### src/rtl/gain_ctrl_if.sv
module gain_ctrl_if #(
  parameter int WORD_W  = 14,
  parameter int SYNC_W  = 2,
  parameter int GAIN_W  = 8
) (
  input  logic              clk,
  input  logic              rst_n,
  input  logic              ser_clk,
  input  logic              ser_dat,
  input  logic              ser_ld,
  output logic              s1_mute,
  output logic [GAIN_W-1:0] s1_gain_db,
  output logic [2:0]        s1_in_sel,
  output logic [1:0]        s1_out_b,
  output logic [1:0]        s1_out_a,
  output logic              s1_upd,
  output logic              s2_mute,
  output logic [GAIN_W-1:0] s2_gain_db,
  output logic [2:0]        s2_in_sel,
  output logic [1:0]        s2_out_b,
  output logic [1:0]        s2_out_a,
  output logic              s2_upd
);
  localparam int ADDR_BIT  = 7;
  localparam int CODE_LSB  = ADDR_BIT + 1;
  localparam int CODE_W    = WORD_W - CODE_LSB;
  localparam int REG_W     = WORD_W - 1;
  localparam int TOP_CODE  = 49;
  localparam int MAX_DB    = 48;
  localparam int OFFSET_DB = 50;

  logic [SYNC_W:0]   sclk_p, ld_p;
  logic [SYNC_W-1:0] dat_p;
  logic [WORD_W-1:0] shift_q;
  logic [REG_W-1:0]  chan_q [2];
  logic [1:0]        upd_q;

  wire sclk_rise = sclk_p[SYNC_W-1] & ~sclk_p[SYNC_W];
  wire ld_rise   = ld_p[SYNC_W-1] & ~ld_p[SYNC_W];
  wire [REG_W-1:0] word_body = {shift_q[WORD_W-1:CODE_LSB], shift_q[ADDR_BIT-1:0]};

  always_ff @(posedge clk or negedge rst_n) begin
    if (!rst_n) begin
      sclk_p  <= '0;
      ld_p    <= '1;
      dat_p   <= '0;
      shift_q <= '0;
    end else begin
      sclk_p <= {sclk_p[SYNC_W-1:0], ser_clk};
      ld_p   <= {ld_p[SYNC_W-1:0], ser_ld};
      dat_p  <= {dat_p[SYNC_W-2:0], ser_dat};
      if (sclk_rise) shift_q <= {shift_q[WORD_W-2:0], dat_p[SYNC_W-1]};
    end
  end

  logic              mute_w [2];
  logic [GAIN_W-1:0] gain_w [2];
  logic [2:0]        sel_w  [2];
  logic [1:0]        ob_w   [2];
  logic [1:0]        oa_w   [2];

  for (genvar c = 0; c < 2; c++) begin : g_chan
    localparam logic [2:0] SEL_MASK = (c == 0) ? 3'b111 : 3'b011;
    wire [CODE_W-1:0] code = chan_q[c][REG_W-1:ADDR_BIT];

    always_ff @(posedge clk or negedge rst_n) begin
      if (!rst_n) begin
        chan_q[c] <= '0;
        upd_q[c]  <= 1'b0;
      end else begin
        upd_q[c] <= ld_rise & (shift_q[ADDR_BIT] == c[0]);
        if (ld_rise && shift_q[ADDR_BIT] == c[0]) chan_q[c] <= word_body;
      end
    end

    assign mute_w[c] = (code == '0);
    assign gain_w[c] = mute_w[c] ? '0 :
                       (code >= CODE_W'(TOP_CODE)) ? GAIN_W'(MAX_DB) :
                       GAIN_W'({code, 1'b0}) - GAIN_W'(OFFSET_DB);
    assign sel_w[c]  = chan_q[c][6:4] & SEL_MASK;
    assign ob_w[c]   = chan_q[c][3:2];
    assign oa_w[c]   = chan_q[c][1:0];
  end

  assign s1_mute    = mute_w[0];
  assign s1_gain_db = gain_w[0];
  assign s1_in_sel  = sel_w[0];
  assign s1_out_b   = ob_w[0];
  assign s1_out_a   = oa_w[0];
  assign s1_upd     = upd_q[0];
  assign s2_mute    = mute_w[1];
  assign s2_gain_db = gain_w[1];
  assign s2_in_sel  = sel_w[1];
  assign s2_out_b   = ob_w[1];
  assign s2_out_a   = oa_w[1];
  assign s2_upd     = upd_q[1];
endmodule

### config.mk
export PLATFORM = sky130hd
export DESIGN_NAME = gain_ctrl_if
export DESIGN_NICKNAME = d
export VERILOG_FILES = /design/src/rtl/gain_ctrl_if.sv
export SDC_FILE = /design/constraint.sdc
export NUM_CORES = 1
export LEC_CHECK = 0
export BUFFER_PORTS_ARGS = -buffer_cell sky130_fd_sc_hd__buf_4
export CAP_MARGIN = 20
export CORE_ASPECT_RATIO = 0.7
export CORE_MARGIN = 3
export CORE_UTILIZATION = 53
export DETAILED_ROUTE_END_ITERATION = 10
export PLACE_DENSITY = 0.75
export SETUP_SLACK_MARGIN = 0.1
export SLEW_MARGIN = 10
export SYNTH_ARGS = -nofsm -noshare
export SYNTH_HDL_FRONTEND = slang
export SYNTH_SLANG_ARGS = --single-unit
### constraint.sdc
create_clock -name clk -period 1.9 [get_ports clk]
set_input_delay 0.19 -clock clk [delete_from_list [all_inputs] [get_ports clk]]
set_output_delay 0.19 -clock clk [all_outputs]
set_load 0.02 [all_outputs]
-- After elaboration in Yosys (flattened, before gate mapping)
Cells that the tools add are included.
W data, S select, Z words.
- register bits after elaboration: 50
- latch bits: 0
- bits in writable memories: 0
- bits in read-only memories: 0
- output and inout bits: 34
- memories kept: 0
- add/sub/neg operators: 2
- multipliers: 0
- divide/modulo/power cells: 0
- magnitude comparators: 2
- eq/ne operators: 0
- shift-type cells: 0
- mux-type cells: 4
- bitwise operators: 7
- reductions and logical operators: 4
- operator list (kind ; count):
    $mux W8 ; 4
    $sub A7 B6 Y8 const B ; 2
    $ge A6 B6 Y1 const B ; 2
    $logic_not A6 Y1 ; 2
    $and A1 B1 Y1 ; 4
    $not A1 Y1 ; 3
    $logic_and A1 B1 Y1 ; 2

-- Depth between registers and ports, before layout
Gate-level depths: netlist (run 1).
- depth in word-level cells: 3
- gate-level depth with buffers: 6
- mapped depth without buffers: 5

-- Worst setup path after synthesis (run 1)
OpenSTA, ideal clock, no wires.
- path type: register -> output
- start point: register chan_q[7] (netlist name)
- end point: output port s2_gain_db[6]
- data arrival time: 1583 ps
- data required time: 1710 ps
- setup slack: 127 ps
- cell stages (with the launch flop): 7
- buffers on the path: 1
- cell sequence: dfrtp_1 > inv_1 > ha_1 > nand2b_1 > clkbuf_1 > nor3_1 > a311oi_1
- cells in the longest elaborated chain, start to end: 3
- ends and longest elaborated chain (item ; RTL line ; text):
    start: declaration ; 35 ; logic [REG_W-1:0] chan_q [2];
    start signal: indexed assignment ; 72 ; if (ld_rise && shift_q[ADDR_BIT] == c[0]) chan_q[c] <= word_body;
    $sub A7 B6 Y8 or $ge A6 B6 Y1 (tied branches) ; 79, 78 ;
    $mux W8 ; 78 ; (code >= CODE_W'(TOP_CODE)) ? GAIN_W'(MAX_DB) :
    $mux W8 * ; 77 ; assign gain_w[c] = mute_w[c] ? '0 :
    end: declaration ; 18 ; output logic [GAIN_W-1:0] s2_gain_db,
Every way passes the cells marked *; elsewhere a longest branch is shown, timed or not.

-- Worst setup path after layout (run 1)
- start point: register chan_q[8] (netlist name)
- end point: output port s2_gain_db[2]
The elaborated chain is that of the path after synthesis.

==> results of run 1 <==
[area by class of cell]
| class | count | area [um2] |
|---|---|---|
| flip-flops and latches | 49 | 1240 |
| clock buffers | 5 | 68.8 |
| well taps | 50 | 62.6 |
| inverters | 5 | 18.8 |
| repair buffers | 51 | 404 |
| clock inverters | 3 | 17.5 |
| multi-input cells | 96 | 993 |
| fillers | 249 | 957 |
[state kept, by name (all words and copies together), names as in the netlist]
register	flops
s2_in_sel	2
s1_out_a	2
chan_q	12
dat_p	2
s2_out_a	2
s1_in_sel	3
s2_out_b	2
s2_upd	1
ld_p	3
s1_upd	1
shift_q	14
s1_out_b	2
sclk_p	3
[cell usage after synthesis (3+ instances only)]
cell type | number | share of area [%]
nor3_1 | 5 | 1.1
nand2b_1 | 4 | 1.1
mux2_2 | 37 | 19
nand2_1 | 5 | 0.85
buf_2 | 3 | 0.68
buf_4 | 18 | 6.1
nor2b_1 | 3 | 0.85
dfrtp_1 | 46 | 52
nor2_1 | 7 | 1.2
o21ai_0 | 4 | 0.91
ha_1 | 4 | 2.3
a21oi_1 | 5 | 1.1
dfstp_2 | 3 | 3.6
inv_1 | 5 | 0.85
[logic make-up (layout without fill, tap and decap cells)]
family                   Yosys count  count (layout)
buffers and inverters             29              64
adder cells (fa/ha/maj)            4               4
other                              1               3
AND/OR/NAND/NOR                   34              34
multiplexers                      37              37
flip-flops                        49              49
XOR/XNOR                           2               2
AO/OA/AOI/OAI                     16              16
[final timing paths]
path                                       start                      end  slack (ns)  cells after the start
setup / recovery           chan_q[8]$_DFFE_PN0P_            s2_gain_db[2]      -0.006                      6
hold / removal                 ld_p[0]$_DFF_PN1_        ld_p[1]$_DFF_PN1_        0.36                      0
setup reg to reg               ld_p[1]$_DFF_PN1_   chan_q[24]$_DFFE_PN0P_        0.32                      3
hold reg to reg                ld_p[0]$_DFF_PN1_        ld_p[1]$_DFF_PN1_        0.36                      0
max in group asynchronous                  rst_n    chan_q[7]$_DFFE_PN0P_        1.04                      2
min in group asynchronous                  rst_n  s2_out_b[1]$_DFFE_PN0P_        0.44                      2
[metal layers]
metal / vias to the layer above / GRT usage [%] / part of all wire (%)
met4: 0 / 6.53 / 2.4
li1: 651 / - / -
met1: 717 / 21.7 / 41
met5: - / 0 / 0
met2: 34 / 30.4 / 52
met3: 9 / 6.34 / 4.0
[worst max-delay path, stage by stage, from the launching register on]
cell	delay, ns
dfrtp_1	0.41
inv_2	0.07
ha_2	0.21
nor4b_4	0.27
o32ai_4	0.15
nor2_1	0.15
buf_4	0.16
[stage by stage]
stage | cells | util (%) | cell area, um2
floorplan | 174 | - | 2210
global placement | 240 | 63.9 | 2400
detailed placement | 240 | 63.9 | 2400
CTS | 253 | 70.8 | 2660
global route | 259 | 74.6 | 2800
finish | 259 | 74.6 | 2800
[what timing repair did]
item                                    4_1_cts  5_1_grt
gates resized for setup                      26       25
endpoints found under the setup margin       14       14
pin swaps                                     8        6
setup buffers                                 1        6
hold buffers                                  4        0
hold endpoints to repair                     49        0
==> flow_metrics.tcl, run 1 <==
set metrics [dict create \
    status "complete, but fails checks" \
    violations "negative setup slack" \
    vias 1411 \
    num_antenna_cells 0 \
    numPortBuffers 35 \
    cp.arrival_ns 1.72 \
    ios 39 \
    drtPass1Iterations 4 \
    setup_viol 1 \
    synth_top_family_by_area "multiplexers" \
    wirelength_um 4260 \
    drtAntennaViolNets 0 \
    cts.sinks 49 \
    critical_path.endpoint_type "output pin" \
    hold_violations 0 \
    layout_commonest_cell "buf_4" \
    dp.final_hpwl_um 2630 \
    synth_cell_type_count 30 \
    worst_hold_slack_ns 0.360 \
    ys_seq_elements 49 \
    tightest_slew_ns 0.584 \
    synth-edff-count 0 \
    crit_required_ns 1.71 \
    grt_pass1_vias 1419 \
    finalCritPeriodShare_pct 100 \
    synthMuxAreaShare_pct 18.9 \
    tns_ns -0.00627 \
    worstPathMaxFanout 3 \
    netlist_instances 172 \
    yosys_warnings 0 \
    initial_core_util_pct 58.6 \
    ys_seq_area_share_pct 55.8 \
    clock_path_buffers 2 \
    synthSimpleGateAreaFrac_pct 8.92 \
    synthXorXnorAreaFrac_pct 0.795 \
    gp_congestion 0.829 \
    min_period_ns 1.91 \
    nNetsFinal 217 \
    critical_path_class "reg2out" \
    async_flop_share_pct 100 \
    dieHeight_um 59.9 \
    grt_pass1_wl_um 6890 \
    overflow 0 \
    synth_fa_ha_area_share_pct 2.27 \
    rows 18 \
    min-delay-path-class "reg2reg" \
    dieArea_mm2 0.00498 \
    fin_skew_ns 0.00493 \
    via_per_inst 5.45 \
    synth_area_mm2 0.00220 \
    synth_ff_type "dfrtp_1" \
    core_mm2 0.00376 \
    drt-initial-drc-count 89 \
    drive_gt1_share_pct 64.1 \
    clkLatencyLatePin_ns 0.30 \
    antenna_found_initial 0 \
    path_clk_slew_ns 0.09 \
    htree_levels 2 \
    worst_slack_ns -0.00627 \
    wl_per_cell_um 16.4 \
    die_width_um 83.1 \
    max_cap_violations 0 \
    final_cell_mix "buf_4 (44), dfrtp_1 (39), mux2_2 (37)" \
    grt_usage_pct 17.9 \
    cts_tree "yes" \
    dpl_worst_slack_ns 0.149 \
    timing.fmax_mhz 525 \
    start_kind "register" \
    cts_buffers 5 \
    grt_max_degree 50 \
    drc 0 \
    rsz0062_at_grt "true" \
    max_slew_margin_pct 61.1 \
    cts-root-buf "clkbuf_8" \
    area_delta_synth_final_pct 27.3 \
    avgSynthCellArea_um2 12.8 \
    synth_compound_area_share_pct 4.60 \
    drv_slew 0 \
]
Power of run 1 is left out: the tool's default activity adds up to more than one toggle a clock period on the data nets, which glitch-free logic cannot reach.
==> run 2: changes to the inputs <==
SKIP_LAST_GASP = 1   (was unset)
==> run 2 against run 1 <==
Compared with the run above:
- the flow still finishes with violations (negative setup slack)
- flip-flop and latch count is the same
- worst setup slack lost 0.013 ns
- worst hold slack is essentially flat
- register-to-register slack lost 0.02 ns
- non-clock buffer count is the same
- highest routed layer unchanged
==> flow_metrics.tcl, run 2 (synthesis gave the netlist of run 1 again) <==
set metrics [dict create \
    crit_path_top_delay_cell "dfrtp_2" \
    setup_viol 2 \
    dp.final_hpwl_um 2630 \
    hold_violations 0 \
    dieArea_mm2 0.00498 \
    drv_slew 0 \
    critical_path_class "reg2out" \
    path_clk_slew_ns 0.08 \
    initial_core_util_pct 58.6 \
    min-delay-path-class "reg2reg" \
    violations "negative setup slack" \
    top_regs "shift_q x14, chan_q x12" \
    critical_path.endpoint_type "output pin" \
    wirelength_um 4220 \
    grt_pass1_vias 1407 \
    core_mm2 0.00376 \
    cp.arrival_ns 1.73 \
    antenna_found_initial 0 \
    drtPass1Iterations 4 \
    worst_slack_ns -0.0194 \
    status "complete, but fails checks" \
    max_slew_margin_pct 60.6 \
    clock_path_buffers 2 \
    num_antenna_cells 0 \
    nNetsFinal 217 \
    finalPower_mw 5.70 \
    rsz0062_at_grt "true" \
    die_width_um 83.1 \
    min_period_ns 1.92 \
    multi_input_area_um2 971 \
    power.density_mw_per_mm2 2050 \
    ff_latch_area_mm2 0.00124 \
    largest_reg_flops 14 \
    p_leak_nw 1.26 \
    drt-initial-drc-count 73 \
    worst_hold_slack_ns 0.360 \
    finalCritPeriodShare_pct 101 \
    ios 39 \
    crit_required_ns 1.71 \
    area_delta_synth_final_pct 26.0 \
    overflow 0 \
    drc 0 \
    fin_skew_ns 0.00346 \
    layout_commonest_cell "buf_4" \
    timing.fmax_mhz 521 \
    path_delay_family "flip-flops" \
    wl_per_cell_um 16.3 \
    dieHeight_um 59.9 \
    cp_num_buf_inv 1 \
    fillCellCount 257 \
    grt_usage_pct 17.8 \
    worstPathMaxFanout 5 \
    gp_congestion 0.829 \
    critPathMaxStageDelay_ns 0.45 \
    numPortBuffers 35 \
    cts_tree "yes" \
    drtAntennaViolNets 0 \
    vias 1394 \
    tightest_slew_ns 0.591 \
    max_cap_violations 0 \
    cts-root-buf "clkbuf_8" \
    htree_levels 2 \
    path_cells "ha_2, nor4b_4, o32ai_4, nor2_1, buf_4" \
    via_per_inst 5.38 \
    drive_gt1_share_pct 62.2 \
    rows 18 \
    grt_pass1_wl_um 6820 \
    clkLatencyLatePin_ns 0.30 \
    grt_max_degree 50 \
    peakVddDrop_v 0.00132 \
    cts.sinks 49 \
    top_register "shift_q" \
    cts_buffers 5 \
    final_cell_mix "buf_4 (45), dfrtp_1 (40), mux2_2 (37)" \
    start_kind "register" \
]
[run 2: cell counts in the layout (fill, tap and decap cells not counted)]
Identical to the previous run, type by type.
[run 2: area by class of cell]
type,count,share of cell area [%]
Multi-Input combinational cell,96,35.0
Tap cell,50,2.25
Clock buffer,5,2.48
Sequential cell,49,44.6
Inverter,5,0.676
Timing Repair Buffer,51,14.4
Clock inverter,3,0.631
[run 2: path summary, 6_finish.rpt]
| path | startpoint | endpoint | slack, ns | cells past startpoint |
|---|---|---|---|---|
| setup / recovery | chan_q[7]$_DFFE_PN0P_ | s2_gain_db[1] | -0.02 | 5 |
| hold / removal | ld_p[0]$_DFF_PN1_ | ld_p[1]$_DFF_PN1_ | 0.36 | 0 |
| setup reg to reg | ld_p[1]$_DFF_PN1_ | chan_q[23]$_DFFE_PN0P_ | 0.30 | 3 |
| hold reg to reg | ld_p[0]$_DFF_PN1_ | ld_p[1]$_DFF_PN1_ | 0.36 | 0 |
| max in group asynchronous | rst_n | chan_q[12]$_DFFE_PN0P_ | 1.03 | 2 |
| min in group asynchronous | rst_n | s2_out_b[1]$_DFFE_PN0P_ | 0.44 | 2 |
[run 2: through the flow]
stage	utilization [%]	area, um2	setup slack (ns)	setup TNS, ns	std cells
2_1_floorplan	-	2210	0.127	0	174
3_3_place_gp	63.9	2400	0.287	0	240
3_5_place_dp	63.9	2400	0.149	0	240
4_1_cts	70.6	2660	-0.000769	-0.000769	253
5_1_grt	73.8	2780	-0.0780	-0.455	259
6_report	73.8	2780	-0.0194	-0.0228	259
[run 2: repair_timing]
item	CTS	global route
hold buffers	4	0
pin swaps	5	9
gates resized for setup	23	22
endpoints found under the hold margin	49	0
endpoints found under the setup margin	14	14
buffers inserted	1	6
[run 2: where the power goes]
group          total, mW  internal, mW  switching (mW)
Clock              0.588         0.254           0.334
Sequential          1.85          1.43           0.418
Combinational       3.26          1.65            1.61
Total               5.70          3.33            2.37
[run 2: per-layer routing]
layer	track usage (%)	wire, um	vias to the layer above
met1	21.6	1800	703
met2	29.9	2160	40
li1	-	-	645
met5	0	0	-
met4	6.53	74	0
met3	6.34	189	6
Power figures use the tool's default switching activity.
==> run 3: changes to the inputs <==
CORE_ASPECT_RATIO = unset   (was 0.7)
==> run 3 against run 2 <==
Compared with the run above:
- the flow now finishes without violations
- fmax up 2.8%
- flip-flop and latch count unchanged
- register-to-register slack better by 0.06 ns
- die area decreased by 0.25%
- via count fell by 0.86%
- cell count decreased by 2.7%
- utilization shrank 3.2 points
- worst hold slack lost 0.0077 ns
- cell area decreased by 2.7%
- clock power grew 3.4%
- sequential power is essentially flat
- global-route usage fell by 1.3 points
- critical endpoint is now s1_gain_db[2]
- largest power group unchanged
==> flow_metrics.tcl, run 3 (synthesis gave the netlist of run 1 again) <==
set metrics [dict create \
    status "finished, final reports clean" \
    grt_pass1_wl_um 6580 \
    top_register "shift_q" \
    rsz0062_at_grt "true" \
    ios 39 \
    critPathMaxStageDelay_ns 0.57 \
    crit_path_top_delay_cell "dfrtp_1" \
    cts-root-buf "clkbuf_8" \
    grt_pass1_vias 1433 \
    crit_required_ns 1.71 \
    drtAntennaViolNets 0 \
    gp_congestion 0.830 \
    start_kind "register" \
    grt_max_degree 50 \
    clkLatencyLatePin_ns 0.29 \
    vias 1382 \
    min-delay-path-class "reg2reg" \
    drive_gt1_share_pct 56.4 \
    critPathLaunch "chan_q[23]$_DFFE_PN0P_" \
    wirelength_um 3970 \
    via_per_inst 5.48 \
    wl_per_cell_um 15.8 \
    max_slew_margin_pct 61.5 \
    peakVddDrop_v 0.000919 \
    grt_usage_pct 16.4 \
    cts.sinks 49 \
    final_cell_mix "dfrtp_1 (43), buf_4 (42), mux2_2 (37)" \
    layout_commonest_cell "dfrtp_1" \
    critical_path_class "reg2out" \
    drt-initial-drc-count 55 \
    die_width_um 70.5 \
    drtPass1Iterations 4 \
    post-route-util_pct 70.6 \
    dpl_cell_area_mm2 0.00239 \
    min_period_ns 1.87 \
    reg2reg_to "chan_q[25]$_DFFE_PN0P_" \
    initial_core_util_pct 57.6 \
    tightest_slew_ns 0.577 \
    top_regs "shift_q x14, chan_q x12" \
    core_mm2 0.00383 \
    area_delta_synth_final_pct 22.6 \
    power.density_mw_per_mm2 2010 \
    setup_viol 0 \
    cts_tree "yes" \
    finalCritPeriodShare_pct 98.2 \
    fin_skew_ns 0.00931 \
    dp.final_hpwl_um 2600 \
    path_clk_slew_ns 0.08 \
    worst_hold_slack_ns 0.352 \
    ff2ff_setup_slack_ns 0.36 \
    htree_levels 2 \
    hold_violations 0 \
    rows 22 \
    worstPathMaxFanout 11 \
    path_cells "nor4b_4, o32ai_4, nor2_1, buf_4" \
    dieArea_mm2 0.00497 \
    clock_path_buffers 2 \
    reg2reg_depth 3 \
    dieHeight_um 70.5 \
    numPortBuffers 35 \
    crit_end "s1_gain_db[2]" \
    drv_slew 0 \
    cts_buffers 5 \
    stdcell_area_mm2 0.00270 \
    p_leak_nw 1.23 \
    largest_reg_flops 14 \
    num_antenna_cells 0 \
    cp.arrival_ns 1.68 \
    antenna_found_initial 0 \
    overflow 0 \
    timing.fmax_mhz 536 \
    critical_path.endpoint_type "output pin" \
    nNetsFinal 212 \
    fillCellCount 270 \
    max_cap_violations 0 \
    drc 0 \
    reg2reg_from "ld_p[1]$_DFF_PN1_" \
]
## run 3: cell count changes in the layout (fill, tap and decap cells not counted), moves of 2 or more
cell and change:
clkinv_2 -2, a22oi_1 +2, buf_6 -2, a22oi_2 -2, dfrtp_2 -3, xnor2_1 +2
buf_4 -3, xnor2_2 -2, dfrtp_1 +3
## run 3: per-stage QoR
stage | total power [mW] | TNS, ns | cells | setup slack, ns
3_3_place_gp | 4.25 | 0 | 237 | 0.294
4_1_cts | 5.39 | 0 | 250 | 0.0722
2_1_floorplan | 3.56 | 0 | 174 | 0.127
5_1_grt | 5.80 | -0.286 | 252 | -0.0694
3_5_place_dp | 4.38 | 0 | 237 | 0.186
6_report | 5.44 | 0 | 252 | 0.0334
## run 3: per-layer routing
metal	up-vias	share of wire [%]	GRT usage, %
li1	636	-	-
met1	689	41	19.9
met2	42	52	28.1
met3	15	3.9	3.31
met4	0	3.3	7.23
met5	-	0	0
## run 3: area by class of cell
type / count / area [um2] / area share [%]
tap: 48 / 60.1 / 2.22
timing repair buffer: 46 / 355 / 13.2
clock inverter: 1 / 7.51 / 0.278
multi-input combinational: 96 / 940 / 34.8
clock buffer: 7 / 86.3 / 3.20
inverter: 5 / 18.8 / 0.695
sequential: 49 / 1230 / 45.7
## run 3: worst min path at each step
stage / cells after the start / endpoint / from
2_1_floorplan: 0 / chan_q[10]$_DFFE_PN0P_ / rst_n
3_3_place_gp: 1 / sclk_p[0]$_DFF_PN0_ / rst_n
3_5_place_dp: 1 / s2_out_b[1]$_DFFE_PN0P_ / rst_n
4_1_cts: 1 / dat_p[0]$_DFF_PN0_ / ser_dat
5_1_grt: 0 / ld_p[1]$_DFF_PN1_ / ld_p[0]$_DFF_PN1_
6_report: 0 / sclk_p[1]$_DFF_PN0_ / sclk_p[0]$_DFF_PN0_
## run 3: repair_timing
action	4_1_cts	5_1_grt
hold endpoints to repair	48	1
hold buffers	3	1
pin swaps	7	2
gates resized for setup	27	5
setup endpoints to repair	14	13
buffers inserted	2	1
## run 3: critical path: cells and delay by family, from the launching register on
family / cells / cell delay (ns)
buffers and inverters: 1 / 0.16
AO/OA/AOI/OAI: 1 / 0.15
flip-flops: 1 / 0.57
AND/OR/NAND/NOR: 2 / 0.51
## run 3: power by group
group / internal, mW / switching (mW) / leakage [nW]
Combinational: 1.48 / 1.50 / 0.581
Sequential: 1.43 / 0.417 / 0.600
Clock: 0.296 / 0.312 / 0.0445
